### src/rtl/ahg_pkg.sv
package ahg_pkg;
  localparam int KEY_W  = 32;
  localparam int POS_W  = 5;
  localparam int SKEW_W = 8;

  typedef logic [KEY_W-1:0] key_t;

  // Mark every key bit that appears in a packed list of n positions.
  function automatic logic [KEY_W-1:0] pos_mask(int n, logic [KEY_W*POS_W-1:0] pos);
    logic [KEY_W-1:0] m;
    m = '0;
    for (int i = 0; i < n; i++) begin
      m[pos[i*POS_W +: POS_W]] = 1'b1;
    end
    return m;
  endfunction

  // Packed list of the key positions left out of the mask, ascending.
  function automatic logic [KEY_W*POS_W-1:0] free_list(logic [KEY_W-1:0] mask);
    logic [KEY_W*POS_W-1:0] lst;
    int j;
    lst = '0;
    j   = 0;
    for (int p = 0; p < KEY_W; p++) begin
      if (!mask[p]) begin
        lst[j*POS_W +: POS_W] = POS_W'(p);
        j++;
      end
    end
    return lst;
  endfunction
endpackage

### src/rtl/ahg_bit_select.sv
module ahg_bit_select
  import ahg_pkg::*;
#(
  parameter int                     SEL_W   = 16,
  parameter logic [SEL_W*POS_W-1:0] SEL_POS = '0
) (
  input  key_t                    key_i,
  output logic [SEL_W-1:0]        sel_o,
  output logic [KEY_W-SEL_W-1:0]  rest_o
);
  localparam int REST_W = KEY_W - SEL_W;
  localparam logic [KEY_W-1:0]       USED_MASK = pos_mask(SEL_W, (KEY_W*POS_W)'(SEL_POS));
  localparam logic [KEY_W*POS_W-1:0] REST_POS  = free_list(USED_MASK);

  // Gathered bits: pure routing, so the positions never touch timing.
  for (genvar i = 0; i < SEL_W; i++) begin : g_sel
    assign sel_o[i] = key_i[SEL_POS[i*POS_W +: POS_W]];
  end

  // Leftover bits, ascending in key position.
  for (genvar j = 0; j < REST_W; j++) begin : g_rest
    assign rest_o[j] = key_i[REST_POS[j*POS_W +: POS_W]];
  end
endmodule

### src/rtl/ahg_xor_fold.sv
module ahg_xor_fold #(
  parameter int SEL_W = 16,
  parameter int IDX_W = 10,
  parameter int SKEW  = 1
) (
  input  logic [SEL_W-1:0] sel_i,
  output logic [IDX_W-1:0] idx_o
);
  localparam int FOLD_W = SEL_W - IDX_W;
  localparam int SH     = SKEW % IDX_W;

  logic [IDX_W-1:0] seg_hi;
  logic [IDX_W-1:0] seg_rot;

  // Fold segment, zero-extended to the index width.
  assign seg_hi = IDX_W'(sel_i[SEL_W-1:IDX_W]);

  // Constant left rotation by the table's skew.
  for (genvar b = 0; b < IDX_W; b++) begin : g_rot
    assign seg_rot[(b + SH) % IDX_W] = seg_hi[b];
  end

  assign idx_o = sel_i[IDX_W-1:0] ^ seg_rot;
endmodule

### src/rtl/ahg_out_stage.sv
module ahg_out_stage #(
  parameter int W       = 8,
  parameter bit OUT_REG = 1'b1
) (
  input  logic         clk,
  input  logic         rst_n,
  input  logic         vld_i,
  input  logic [W-1:0] data_i,
  output logic         vld_o,
  output logic [W-1:0] data_o
);
  if (OUT_REG) begin : g_reg
    logic         vld_d, vld_q;
    logic [W-1:0] data_d, data_q;
    logic         data_en;

    always_comb begin
      vld_d   = vld_i;
      data_en = vld_i;
      data_d  = data_i;
    end

    always_ff @(posedge clk or negedge rst_n) begin
      if (!rst_n) begin
        vld_q  <= 1'b0;
        data_q <= '0;
      end else begin
        vld_q <= vld_d;
        if (data_en) begin
          data_q <= data_d;
        end
      end
    end

    assign vld_o  = vld_q;
    assign data_o = data_q;
  end else begin : g_comb
    logic unused_clk_rst;
    assign unused_clk_rst = &{1'b0, clk, rst_n};
    assign vld_o  = vld_i;
    assign data_o = data_i;
  end
endmodule

### src/rtl/addr_hash_gen.sv
module addr_hash_gen
  import ahg_pkg::*;
#(
  parameter int                        SEL_W   = 16,
  parameter int                        IDX_W   = 10,
  parameter int                        NUM_TBL = 3,
  parameter logic [SEL_W*POS_W-1:0]    SEL_POS = {5'd27, 5'd26, 5'd25, 5'd24,
                                                  5'd11, 5'd10, 5'd9,  5'd8,
                                                  5'd23, 5'd22, 5'd21, 5'd20,
                                                  5'd19, 5'd18, 5'd17, 5'd16},
  parameter logic [NUM_TBL*SKEW_W-1:0] SKEW    = {8'd7, 8'd4, 8'd1},
  parameter bit                        OUT_REG = 1'b1
) (
  input  logic                     clk,
  input  logic                     rst_n,
  input  logic                     key_valid,
  input  logic [KEY_W-1:0]         key,
  output logic                     idx_valid,
  output logic [NUM_TBL*IDX_W-1:0] idx,
  output logic [KEY_W-IDX_W-1:0]   tag
);
  localparam int FOLD_W = SEL_W - IDX_W;
  localparam int REST_W = KEY_W - SEL_W;
  localparam int TAG_W  = KEY_W - IDX_W;
  localparam int OUT_W  = NUM_TBL*IDX_W + TAG_W;

  logic [SEL_W-1:0]         sel;
  logic [REST_W-1:0]        rest;
  logic [NUM_TBL*IDX_W-1:0] idx_c;
  logic [TAG_W-1:0]         tag_c;
  logic [OUT_W-1:0]         out_q;

  ahg_bit_select #(
    .SEL_W   (SEL_W),
    .SEL_POS (SEL_POS)
  ) u_sel (
    .key_i  (key),
    .sel_o  (sel),
    .rest_o (rest)
  );

  for (genvar t = 0; t < NUM_TBL; t++) begin : g_tbl
    ahg_xor_fold #(
      .SEL_W (SEL_W),
      .IDX_W (IDX_W),
      .SKEW  (int'(SKEW[t*SKEW_W +: SKEW_W]))
    ) u_fold (
      .sel_i (sel),
      .idx_o (idx_c[t*IDX_W +: IDX_W])
    );
  end

  assign tag_c = {rest, sel[SEL_W-1:SEL_W-FOLD_W]};

  ahg_out_stage #(
    .W       (OUT_W),
    .OUT_REG (OUT_REG)
  ) u_out (
    .clk    (clk),
    .rst_n  (rst_n),
    .vld_i  (key_valid),
    .data_i ({tag_c, idx_c}),
    .vld_o  (idx_valid),
    .data_o (out_q)
  );

  assign idx = out_q[NUM_TBL*IDX_W-1:0];
  assign tag = out_q[OUT_W-1:NUM_TBL*IDX_W];
endmodule

### config.mk
export PLATFORM = sky130hd
export DESIGN_NAME = addr_hash_gen
export DESIGN_NICKNAME = d
export VERILOG_FILES = /design/src/rtl/ahg_pkg.sv /design/src/rtl/ahg_bit_select.sv /design/src/rtl/ahg_xor_fold.sv /design/src/rtl/ahg_out_stage.sv /design/src/rtl/addr_hash_gen.sv
export SDC_FILE = /design/constraint.sdc
export NUM_CORES = 1
export LEC_CHECK = 0
export ABC_AREA = 0
export BUFFER_PORTS_ARGS = -buffer_cell sky130_fd_sc_hd__buf_2
export CAP_MARGIN = 10
export CELL_PAD_IN_SITES_DETAIL_PLACEMENT = 0
export CELL_PAD_IN_SITES_GLOBAL_PLACEMENT = 1
export CORE_AREA = 2 2 78 80
export DETAILED_ROUTE_END_ITERATION = 16
export DIE_AREA = 0 0 80 82
export MAX_ROUTING_LAYER = met4
export PLACE_DENSITY_LB_ADDON = 0.1
export SYNTH_ARGS = -nofsm -noshare
export SYNTH_HDL_FRONTEND = slang
export SYNTH_SLANG_ARGS = --single-unit
export TNS_END_PERCENT = 100
### constraint.sdc
create_clock -name clk -period 1.59 [get_ports clk]
set_input_delay 0.2385 -clock clk [delete_from_list [all_inputs] [get_ports clk]]
set_output_delay 0.2385 -clock clk [all_outputs]
set_load 0.05 [all_outputs]
==> results.ini <==
[status]
status=complete, no violations

[sta]
finalMaxSlewViolations=0
hold_violations=0
setup_tns_ns=0
setup_viol=0
worst_slack_ns=0.404
rsz0062_at_grt=false
tightest_slew_ns=0.269
max_slew_margin_pct=82.1
fin_skew_ns=0
period_minus_slack_ns=1.19
timing.final.crit_share_pct=74.6
max_freq_mhz=843

[clock_network]
cts_root_buf=clkbuf_8
cts_setup_buffers=0
clk_path_buf_depth=2
cts_max_level=2
cts_buffers=5
clkTransAtPathRegs_ns=0.09
cts_hold_buffers=1
cts_tree=built
clk_latency_ns=0.30
post_cts_resized=0
clock_sinks=51

[worst_setup_path]
reg2reg_from=u_out.data_o[45]
cp_max_fo=2
crit_family=flip-flops
cp-end-kind=primary output
critPathBufInv=1
path_class=register to primary output
crit_path_cell_trace=buf_2
critPathLaunchType=register
worst_ep_required_time_ns=1.35
cp_slowest_stage_delay_ns=0.38
startpoint=u_out.data_o[29]
worst_ep_arrival_time_ns=0.95
slowest_stage=dfrtp_1

[floorplanning]
die_w_um=80
core_area_mm2=0.00575
die_h_um=82
rows=28
dieArea_mm2=0.00656
initial_core_util_pct=38.2
io_pins=88

[pwr]
power.internal_uw=2060
seq_power_share_pct=46.1
switching_share_pct=37.2
clock_power_share_pct=21.8
p_switching_uw=1220
peakVddDrop_v=0.000446
combPwrFrac_pct=32.1
p_leak_uw=0.00137
p_per_area_mw_per_mm2=1180

[layout]
area_growth_pct=26.4
drive_above_1_share_pct=56.8
layout_commonest_cell=buf_2
num_antenna_cells=0
fin_nets=270
fin_util_pct=48.2
final_cell_mix=buf_2 (86), dfrtp_1 (51), mux2_4 (32), xnor2_1 (18)

[yosys]
synth_top_area_share_pct=58.2
synthesis.nets=182
seq_area_frac_synth_pct=58.2
ys_types=11
yosysWarnings=0
ys_top_cells_by_area=dfrtp_1 (58%), mux2_4 (22%), xnor2_1 (7.2%), a21oi_1 (3.7%), buf_6 (3.1%)
synth_top_area_cell=dfrtp_1
postSynthAreaPerCell_um2=14.9
synthesis.instances=147
syn_area_mm2=0.00219
ys_ff_latch=51

[min_path]
hold_path_startpoint=key[0]
min-delay-path-class=primary input to register

[grt]
grt_use_total_pct=14.1
grt_pass1_wl_um=6750
antenna_found_initial=0
grt.overflow.total=0
grt_pass1_vias=1379
grt_max_degree=52

[routing]
vias=1408
wl_um=4290
drc=0
via_per_inst=4.53
first_pass_iters=4
drt-initial-drc-count=56
wl_per_cell_um=13.8
ant_nets=0

[place]
dp_hpwl_um=3060
gp_congestion=0.669
portBuffers=87
place_ws_ns=0.440

[run]
drv_cap=0

[registers in the layout, indices dropped and copies added (netlist names)]
register and flops:
u_out.data_o 50, u_out.vld_o 1
[synthesized netlist by cell type, drive strengths merged]
| cell type | count |
|---|---|
| dfrtp | 51 |
| mux2 | 32 |
| a21oi | 18 |
| nor2 | 18 |
| xnor2 | 18 |
| buf | 10 |
[final cells by class]
class                      instances  area (µm²)
sequential                        51        1280
timing repair buffer              91         508
clock inverter                     3        15.0
fill                             540        2980
tap                               75        93.8
multi-input combinational         86         808
clock buffer                       5        68.8
[cell families (layout without fill, tap and decap cells)]
| group | count (synthesis) | after routing | synth area share (%) |
|---|---|---|---|
| buf+inv | 10 | 99 | 4.91 |
| simple gates | 18 | 18 | 3.31 |
| compound gates | 18 | 18 | 4.45 |
| flops | 51 | 51 | 58.2 |
| xor+xnor | 18 | 18 | 7.19 |
| mux | 32 | 32 | 21.9 |
[worst paths after layout]
path,endpoint,slack [ns],cells after the start
setup / recovery,idx[29],0.40,1
hold / removal,u_out.data_o[36],0.17,2
setup reg to reg,u_out.data_o[45],0.81,1
hold reg to reg,u_out.data_o[40],0.51,1
max in group asynchronous,u_out.data_o[11],0.91,3
min in group asynchronous,u_out.data_o[40],0.46,3
[power groups by stage]
| stage | Clock, µW | Combinational, µW | Sequential [µW] |
|---|---|---|---|
| final | 714 | 1050 | 1510 |
| after global routing | 807 | 1110 | 1530 |
| after CTS | 750 | 1060 | 1510 |
| after detailed placement | 0 | 1060 | 1530 |
| after global placement | 0 | 1050 | 1530 |
| after floorplan | 0 | 294 | 2030 |
[per-layer routing]
metal,vias to the layer above,part of all wire [%],global-route usage [%]
met5,-,0,-
li1,659,-,-
met4,0,1.5,6.61
met2,58,49,22.5
met3,6,6.1,3.08
met1,685,43,17.1
[metrics by stage]
| step | area [µm²] | std cells | power [µW] | hold slack [ns] |
|---|---|---|---|---|
| finish | 2770 | 311 | 3270 | 0.167 |
| detailed placement | 2680 | 302 | 2590 | 0.254 |
| CTS | 2770 | 311 | 3330 | 0.155 |
| global placement | 2680 | 302 | 2580 | 0.246 |
| global route | 2770 | 311 | 3440 | 0.153 |
| floorplan | 2190 | 147 | 2320 | -0.0571 |
No activity file was read; power rests on OpenSTA's default activity.
